## config.mk

```make
export PLATFORM = sky130hd
export DESIGN_NAME = exc_ctrl_unit
export DESIGN_NICKNAME = d
export VERILOG_FILES = /design/src/rtl/exc_pkg.sv /design/src/rtl/exc_ovf_detect.sv /design/src/rtl/exc_prio_enc.sv /design/src/rtl/exc_state_regs.sv /design/src/rtl/exc_ctrl_unit.sv
export SDC_FILE = /design/constraint.sdc
export NUM_CORES = 1
export LEC_CHECK = 0
export ABC_AREA = 1
export BUFFER_PORTS_ARGS = -buffer_cell sky130_fd_sc_hd__buf_4
export CAP_MARGIN = 20
export CORE_ASPECT_RATIO = 1.25
export CORE_MARGIN = 10
export CORE_UTILIZATION = 36
export CTS_CLUSTER_DIAMETER = 100
export DETAILED_ROUTE_END_ITERATION = 7
export PLACE_DENSITY = 0.81
export SYNTH_ARGS = -nofsm -noshare
export SYNTH_HDL_FRONTEND = slang
export SYNTH_SLANG_ARGS = --single-unit
```

## constraint.sdc

```tcl
create_clock -name clk -period 1.4 [get_ports clk]
set_input_delay 0.28 -clock clk [delete_from_list [all_inputs] [get_ports clk]]
set_output_delay 0.28 -clock clk [all_outputs]
set_load 0.005 [all_outputs]
```

## src/rtl/exc_pkg.sv

```systemverilog
package exc_pkg;
   localparam int CODE_W  = 8;
   localparam int NUM_SRC = 5;

   // Source index: a higher index wins over a lower one
   localparam int SRC_IRQ   = 0;
   localparam int SRC_BRK   = 1;
   localparam int SRC_SYS   = 2;
   localparam int SRC_OVF   = 3;
   localparam int SRC_UNDEF = 4;

   localparam logic [CODE_W-1:0] CODE_IRQ   = 8'h00;
   localparam logic [CODE_W-1:0] CODE_SYS   = 8'h20;
   localparam logic [CODE_W-1:0] CODE_BRK   = 8'h24;
   localparam logic [CODE_W-1:0] CODE_UNDEF = 8'h28;
   localparam logic [CODE_W-1:0] CODE_OVF   = 8'h30;

   function automatic logic [CODE_W-1:0] code_of(input int idx);
      case (idx)
         SRC_BRK:   return CODE_BRK;
         SRC_SYS:   return CODE_SYS;
         SRC_OVF:   return CODE_OVF;
         SRC_UNDEF: return CODE_UNDEF;
         default:   return CODE_IRQ;
      endcase
   endfunction
endpackage

```

## src/rtl/exc_ovf_detect.sv

```systemverilog
module exc_ovf_detect #(
   parameter int W           = 32,
   parameter bit TRAP_SIGNED = 1'b1
) (
   input  logic         valid_i,
   input  logic         signed_i,
   input  logic         sub_i,
   input  logic [W-1:0] a_i,
   input  logic [W-1:0] b_i,
   input  logic [W-1:0] res_i,
   output logic         ovf_o
);
   localparam int MSB = W - 1;

   initial begin
      if (W < 2) $error("exc_ovf_detect: W must be at least 2");
   end

   generate
      if (TRAP_SIGNED) begin : g_trap
         logic same_sign, res_flip;
         always_comb begin
            // add: operands agree; sub: operands disagree
            same_sign = (a_i[MSB] == b_i[MSB]);
            res_flip  = (res_i[MSB] != a_i[MSB]);
            ovf_o     = valid_i & signed_i & res_flip & (sub_i ? ~same_sign : same_sign);
         end
      end else begin : g_notrap
         assign ovf_o = 1'b0;
      end
   endgenerate
endmodule

```

## src/rtl/exc_prio_enc.sv

```systemverilog
module exc_prio_enc
   import exc_pkg::*;
#(
   parameter int N = NUM_SRC
) (
   input  logic [N-1:0]      req_i,
   output logic              take_o,
   output logic [CODE_W-1:0] code_o
);
   initial begin
      if (N != NUM_SRC) $error("exc_prio_enc: N must equal NUM_SRC");
   end

   always_comb begin
      take_o = |req_i;
      code_o = CODE_IRQ;
      // ascending scan so the highest index present is left in code_o
      for (int i = 0; i < N; i++) begin
         if (req_i[i]) code_o = code_of(i);
      end
   end
endmodule

```

## src/rtl/exc_state_regs.sv

```systemverilog
module exc_state_regs
   import exc_pkg::*;
#(
   parameter int W = 32
) (
   input  logic              clk,
   input  logic              rst_n,
   input  logic              take_i,
   input  logic [CODE_W-1:0] code_i,
   input  logic [W-1:0]      pc_i,
   output logic [W-1:0]      cause_q,
   output logic [W-1:0]      epc_q
);
   initial begin
      if (W < CODE_W) $error("exc_state_regs: W narrower than cause code");
   end

   always_ff @(posedge clk or negedge rst_n) begin
      if (!rst_n) begin
         cause_q <= '0;
         epc_q   <= '0;
      end else if (take_i) begin
         cause_q <= {{(W-CODE_W){1'b0}}, code_i};
         epc_q   <= pc_i;
      end
   end

   p_hold_r9: assert property (@(posedge clk) disable iff (!rst_n)
      !take_i |=> ($stable(cause_q) && $stable(epc_q)));
   p_epc_capture_r8: assert property (@(posedge clk) disable iff (!rst_n)
      take_i |=> (epc_q == $past(pc_i)));
endmodule

```

## src/rtl/exc_ctrl_unit.sv

```systemverilog
module exc_ctrl_unit
   import exc_pkg::*;
#(
   parameter int          XLEN        = 32,
   parameter int          SEL_W       = 5,
   parameter int          CAUSE_SEL   = 13,
   parameter int          EPC_SEL     = 14,
   parameter logic [31:0] HANDLER_PC  = 32'h8000_0180,
   parameter bit          TRAP_SIGNED = 1'b1
) (
   input  logic             clk,
   input  logic             rst_n,
   input  logic             irq_i,
   input  logic             syscall_i,
   input  logic             brk_i,
   input  logic             undef_i,
   input  logic             alu_valid_i,
   input  logic             alu_signed_i,
   input  logic             alu_sub_i,
   input  logic [XLEN-1:0]  alu_a_i,
   input  logic [XLEN-1:0]  alu_b_i,
   input  logic [XLEN-1:0]  alu_res_i,
   input  logic [XLEN-1:0]  pc_i,
   input  logic [SEL_W-1:0] rd_sel_i,
   output logic [XLEN-1:0]  rd_data_o,
   output logic             redirect_o,
   output logic [XLEN-1:0]  handler_pc_o
);
   localparam int SEL_MAX = (1 << SEL_W) - 1;

   initial begin
      if (XLEN != 32) $error("exc_ctrl_unit: XLEN must be 32");
      if (CAUSE_SEL == EPC_SEL) $error("exc_ctrl_unit: selectors collide");
      if (CAUSE_SEL > SEL_MAX || EPC_SEL > SEL_MAX) $error("exc_ctrl_unit: selector too wide");
   end

   logic               ovf;
   logic [NUM_SRC-1:0] req;
   logic               take;
   logic [CODE_W-1:0]  code;
   logic [XLEN-1:0]    cause_q, epc_q;

   exc_ovf_detect #(.W(XLEN), .TRAP_SIGNED(TRAP_SIGNED)) u_ovf (
      .valid_i (alu_valid_i),
      .signed_i(alu_signed_i),
      .sub_i   (alu_sub_i),
      .a_i     (alu_a_i),
      .b_i     (alu_b_i),
      .res_i   (alu_res_i),
      .ovf_o   (ovf)
   );

   always_comb begin
      req            = '0;
      req[SRC_IRQ]   = irq_i;
      req[SRC_BRK]   = brk_i;
      req[SRC_SYS]   = syscall_i;
      req[SRC_OVF]   = ovf;
      req[SRC_UNDEF] = undef_i;
   end

   exc_prio_enc #(.N(NUM_SRC)) u_prio (
      .req_i (req),
      .take_o(take),
      .code_o(code)
   );

   exc_state_regs #(.W(XLEN)) u_regs (
      .clk    (clk),
      .rst_n  (rst_n),
      .take_i (take),
      .code_i (code),
      .pc_i   (pc_i),
      .cause_q(cause_q),
      .epc_q  (epc_q)
   );

   assign redirect_o   = take;
   assign handler_pc_o = HANDLER_PC;

   always_comb begin
      if (rd_sel_i == SEL_W'(CAUSE_SEL))    rd_data_o = cause_q;
      else if (rd_sel_i == SEL_W'(EPC_SEL)) rd_data_o = epc_q;
      else                                   rd_data_o = '0;
   end

   p_undef_first_r6: assert property (@(posedge clk) disable iff (!rst_n)
      undef_i |=> (cause_q == XLEN'(CODE_UNDEF)));
   p_any_redirects_r7: assert property (@(posedge clk) disable iff (!rst_n)
      (irq_i || syscall_i || brk_i || undef_i) |-> redirect_o);
   p_no_overflow_r5: assert property (@(posedge clk) disable iff (!rst_n)
      (!irq_i && !syscall_i && !brk_i && !undef_i && !alu_signed_i) |-> !redirect_o);
   p_cause_code_range_r2: assert property (@(posedge clk) disable iff (!rst_n)
      redirect_o |=> (cause_q[XLEN-1:CODE_W] == '0));
endmodule

```

**After elaboration in Yosys (flattened, before gate mapping)**

Cells that the tools add are included.
W data, S select, Z words.

- Flip-flop bits (word level): 40
- Output and inout port bits: 65
- Word-level logic and storage cells: 18

- Equal/unequal tests: 4
- Muxes and demuxes: 7
- Bitwise logic cells: 4
- Reductions and logical operators: 1

Operators by type and width:

| cell | number |
|---|---|
| $mux W32 | 2 |
| $mux W6 | 4 |
| $eq A5 B4 Y1 const B | 2 |
| $reduce_or A5 Y1 | 1 |
| $and A1 B1 Y1 | 3 |
| $eq A1 B1 Y1 | 1 |
| $mux W1 | 1 |
| $ne A1 B1 Y1 | 1 |
| $not A1 Y1 | 1 |

**Longest topological paths before layout**

- Word-level depth: 6
- Depth in mapped cells: 9

**Modules after synthesis**

From an unflattened synthesis, not the netlist that was laid out.

- Cell total of the unflattened synthesis: 374
- Area total of the unflattened synthesis: 2854.0 µm²

By module, submodules not included:

| module | times used | cells an instance | area each (µm²) | sequential area each (µm²) |
|---|---|---|---|---|
| exc_state_regs | 1 | 195 | 1789.2 | 1001.0 |
| exc_ctrl_unit | 1 | 148 | 913.4 | 0.0 |
| exc_prio_enc | 1 | 17 | 90.1 | 0.0 |
| exc_ovf_detect | 1 | 14 | 61.3 | 0.0 |

**Least setup slack after synthesis**

Ideal clock, no wire load.

- Kind: input port to output port
- From: input port rd_sel_i[3]
- To: output port rd_data_o[4]
- Arrival: 0.908 ns
- Setup slack: 0.212 ns
- Stages: 5
- Path buffers: 1
- Cell sequence: nand2_1 > inv_1 > nand3_1 > clkbuf_1 > o22ai_1

- Word-level cells in the longest chain between the ends: 3

RTL lines:

| item | RTL line | text |
|---|---|---|
| start, declared | exc_ctrl_unit.sv:24 | `input logic [SEL_W-1:0] rd_sel_i,` |
| $eq A5 B4 Y1 | exc_ctrl_unit.sv:83 | `else if (rd_sel_i == SEL_W'(EPC_SEL)) rd_data_o = epc_q;` |
| $mux W32 | exc_ctrl_unit.sv:83 |  |
| $mux W32 (*) | exc_ctrl_unit.sv:82 | `if (rd_sel_i == SEL_W'(CAUSE_SEL)) rd_data_o = cause_q;` |
| end, declared | exc_ctrl_unit.sv:25 | `output logic [XLEN-1:0] rd_data_o,` |

Mark *: on every way between the ends. The rest lies on a longest branch, timed or not.

**Worst setup path in the final report**

- From: input port rd_sel_i[1]
- To: output port rd_data_o[20]

The elaborated chain is that of the path after synthesis.

==> run summary <==
total track usage: 11.43%
largest family of logic cells by synthesized area: simple AND/OR/NAND/NOR gates
Die Wd: 88.14 um
busiest grt layer: met2
ys async rst share: 100.0%
fill count: 547
Antenna Cells: 0
cell accounting for the most synthesized area: dfrtp_1
Tightest Hold Check Type: in2reg
total negative slack: 0 ps
Compound-Gate Fraction of Synth Area: 1.677%
H-tree depth: 2
met3 Usage GRT: 6.527%
Sink Count: 36
static leakage: 0.001721 uW
antenna violations before repair: 0
routed len/inst: 13.47 um
fmax: 0.7199 GHz
Core Box Area: 0.005518 mm^2
TritonCTS clock tree: done
Largest stage delay, worst path: 240 ps
Slowest-stage cell, CP: clkbuf_16
met1 usage: 13.83%
Post-Synth Simple-Gate Area: 31.50%
CP Max Fanout: 8
post-route ant nets: 0
largest net degree at the start of global routing: 37
Yosys top cell area share: 43.11%
IO Port Bufs: 81
CP endpoint kind: output pin
share of cells above drive strength 1: 34.50%
Worst Skew: 0 ps
I/O pin count: 207
Hold Path End: u_regs.epc_q[14]
most common cell in the netlist: nand2_1
die area: 0.009271 mm^2
clock latency at the later pin of the worst-skew pair: 280 ps
RSZ-0062 raised after global routing: true
Final Slew Violations: 0
Vias: 1908
HP Start: pc_i[14]
Synth Area in Adders: 0%
Max IR drop VDD: 0.6591 mV
drt pass-1 iters: 4
CP bufs+invs: 4
Crit path depth: 7
Hold Crit Depth: 3
total grt overflow: 0
Min Hold Slack: 187.5 ps
R2R cell count: 2
M2 GR Usage: 17.06%
Max Cap Viol: 0
xor-xnor portion of the synthesized cell area: 0%
Setup CP Type: in2out
vias in the first global route: 1932
Syn-to-layout area delta: 42.28%
CTS Buf Count: 5
synth top area cells: dfrtp_1 43%, nand2_1 14%, buf_4 11%
status: finished clean
RR Startpoint: u_regs.cause_q[5]
Worst Path Arrival: 1110 ps
CTS root buf: clkbuf_8
Distinct cells, synth: 18
#FFs+latches synth: 36
cell count after synthesis: 284
Worst EP required: 1120 ps
Worst path top cell family by delay: buffers and inverters
Row Count: 30
YS warnings: 0
area of the multi-input gates: 917.1 um^2
final setup vio count: 0
final wirelength: 5860 um
first-pass GRT wire length: 8721 um
Period minus WS final: 1389 ps
pwr dens: 843.8 mW/mm^2
Post-synth EDFFs: 0
Pwr Total: 2509 uW
final hold violation count: 0
Clock Path Buffers: 2
reg2reg setup slack: 650 ps
Mean Syn Cell Area: 7.357 um^2
Seq/Total Area, Yosys: 43.11%
Cell Chain, Critical Path: buf_6 -> inv_4 -> nor2_4 -> nand3_4 -> clkbuf_16 -> nor2_4 -> buf_6
dominant synthesized flop cell: dfrtp_1
top cells by count, synth: 76 x nand2_1, 44 x inv_1, 37 x nand3_1
drt initial violations: 76
final cycle utilization of the critical path: 99.21%
Via-to-Cell Ratio: 4.386
# DRC: 0
Initial Util: 37.87%
Worst-path clk slew: 70 ps
Final #Nets: 512
post-synthesis mux area share: 0%
reg2reg end: u_regs.cause_q[5]
GPL Wtd Cong: 0.7882
Sequential cell area: 900.9 um^2
Cell Area, Synth: 0.002090 mm^2
Die Ht: 105.2 um
CP Launch Type: input pin
hpwl dp: 4508 um
-- metrics by stage --
| stage | worst slack, ps | cell area, um^2 | util, % | cells |
|---|---|---|---|---|
| after CTS | -17.03 | 2804 | 50.82 | 433 |
| final | 11.01 | 2973 | 53.88 | 435 |
| after detailed placement | -121.6 | 2655 | 48.12 | 424 |
| after global placement | -112.1 | 2655 | 48.12 | 424 |
| after floorplan | 211.9 | 2202 | - | 314 |
| after global routing | -37.20 | 2973 | 53.88 | 435 |
-- repair_timing --
| action | in CTS | in global routing |
|---|---|---|
| buffers inserted | 0 | 1 |
| gates resized for setup | 3 | 39 |
| pin swaps | 0 | 5 |
| endpoints found under the hold margin | 36 | 0 |
| setup endpoints to repair | 28 | 32 |
| gates cloned | 0 | 1 |
| hold buffers | 1 | 0 |
-- final cells by class --
class / count / area share (%)
repair buffers: 93 / 26.01
multi-input cells: 188 / 30.85
clock inverters: 1 / 1.010
inverters: 46 / 5.892
well taps: 64 / 2.694
flip-flops and latches: 36 / 30.30
clock buffers: 7 / 3.241
-- sequential cells by signal (all words and copies together), names as in the netlist --
register and cells:
u_regs.epc_q 32, u_regs.cause_q 4
-- report_power, final --
part	internal, uW	switching (uW)	leakage (uW)
clock	628	356	0.0000645
sequential	1110	36.0	0.000423
combinational	176	205	0.00123
-- cell usage in the layout (no fill, tap or decap) --
cell,instances
a21oi_1,2
buf_12,2
buf_4,81
buf_6,8
bufinv_16,1
clkbuf_16,1
clkbuf_8,7
conb_1,32
dfrtp_1,36
dlygate4sd3_1,1
inv_1,41
inv_2,4
inv_4,1
nand2_1,76
nand2_4,1
nand3_1,36
nand3_4,2
nand4_1,3
nor2_1,15
nor2_2,8
nor2_4,8
nor3_4,1
o22ai_1,1
o22ai_2,3
-- metal layers --
layer | vias up | part of all wire, % | routed length, um
met3 | 7 | 15 | 880
met4 | 0 | 1.3 | 74
met5 | - | 0 | 0
met1 | 838 | 41 | 2385
met2 | 106 | 43 | 2519
li1 | 957 | - | -
-- worst max-delay path by stage --
stage,from,to,slack [ps]
2_1_floorplan,rd_sel_i[3],rd_data_o[4],210
3_3_place_gp,rd_sel_i[0],rd_data_o[20],-110
3_5_place_dp,rd_sel_i[0],rd_data_o[20],-120
4_1_cts,rd_sel_i[0],rd_data_o[20],-20
5_1_grt,rd_sel_i[1],rd_data_o[20],-40
6_report,rd_sel_i[1],rd_data_o[20],10
-- tightest hold or removal path: cells and delay by family --
kind / cells / cell delay (ps)
buffers and inverters: 1 / 70
AND/OR/NAND/NOR: 2 / 80
-- cells by family after synthesis --
| family | count (synthesis) |
|---|---|
| AOI/OAI and AO/OA | 6 |
| buffers and inverters | 90 |
| DFF | 36 |
| other | 2 |
| and+or+nand+nor | 150 |
(Power assumes the default switching activity.)
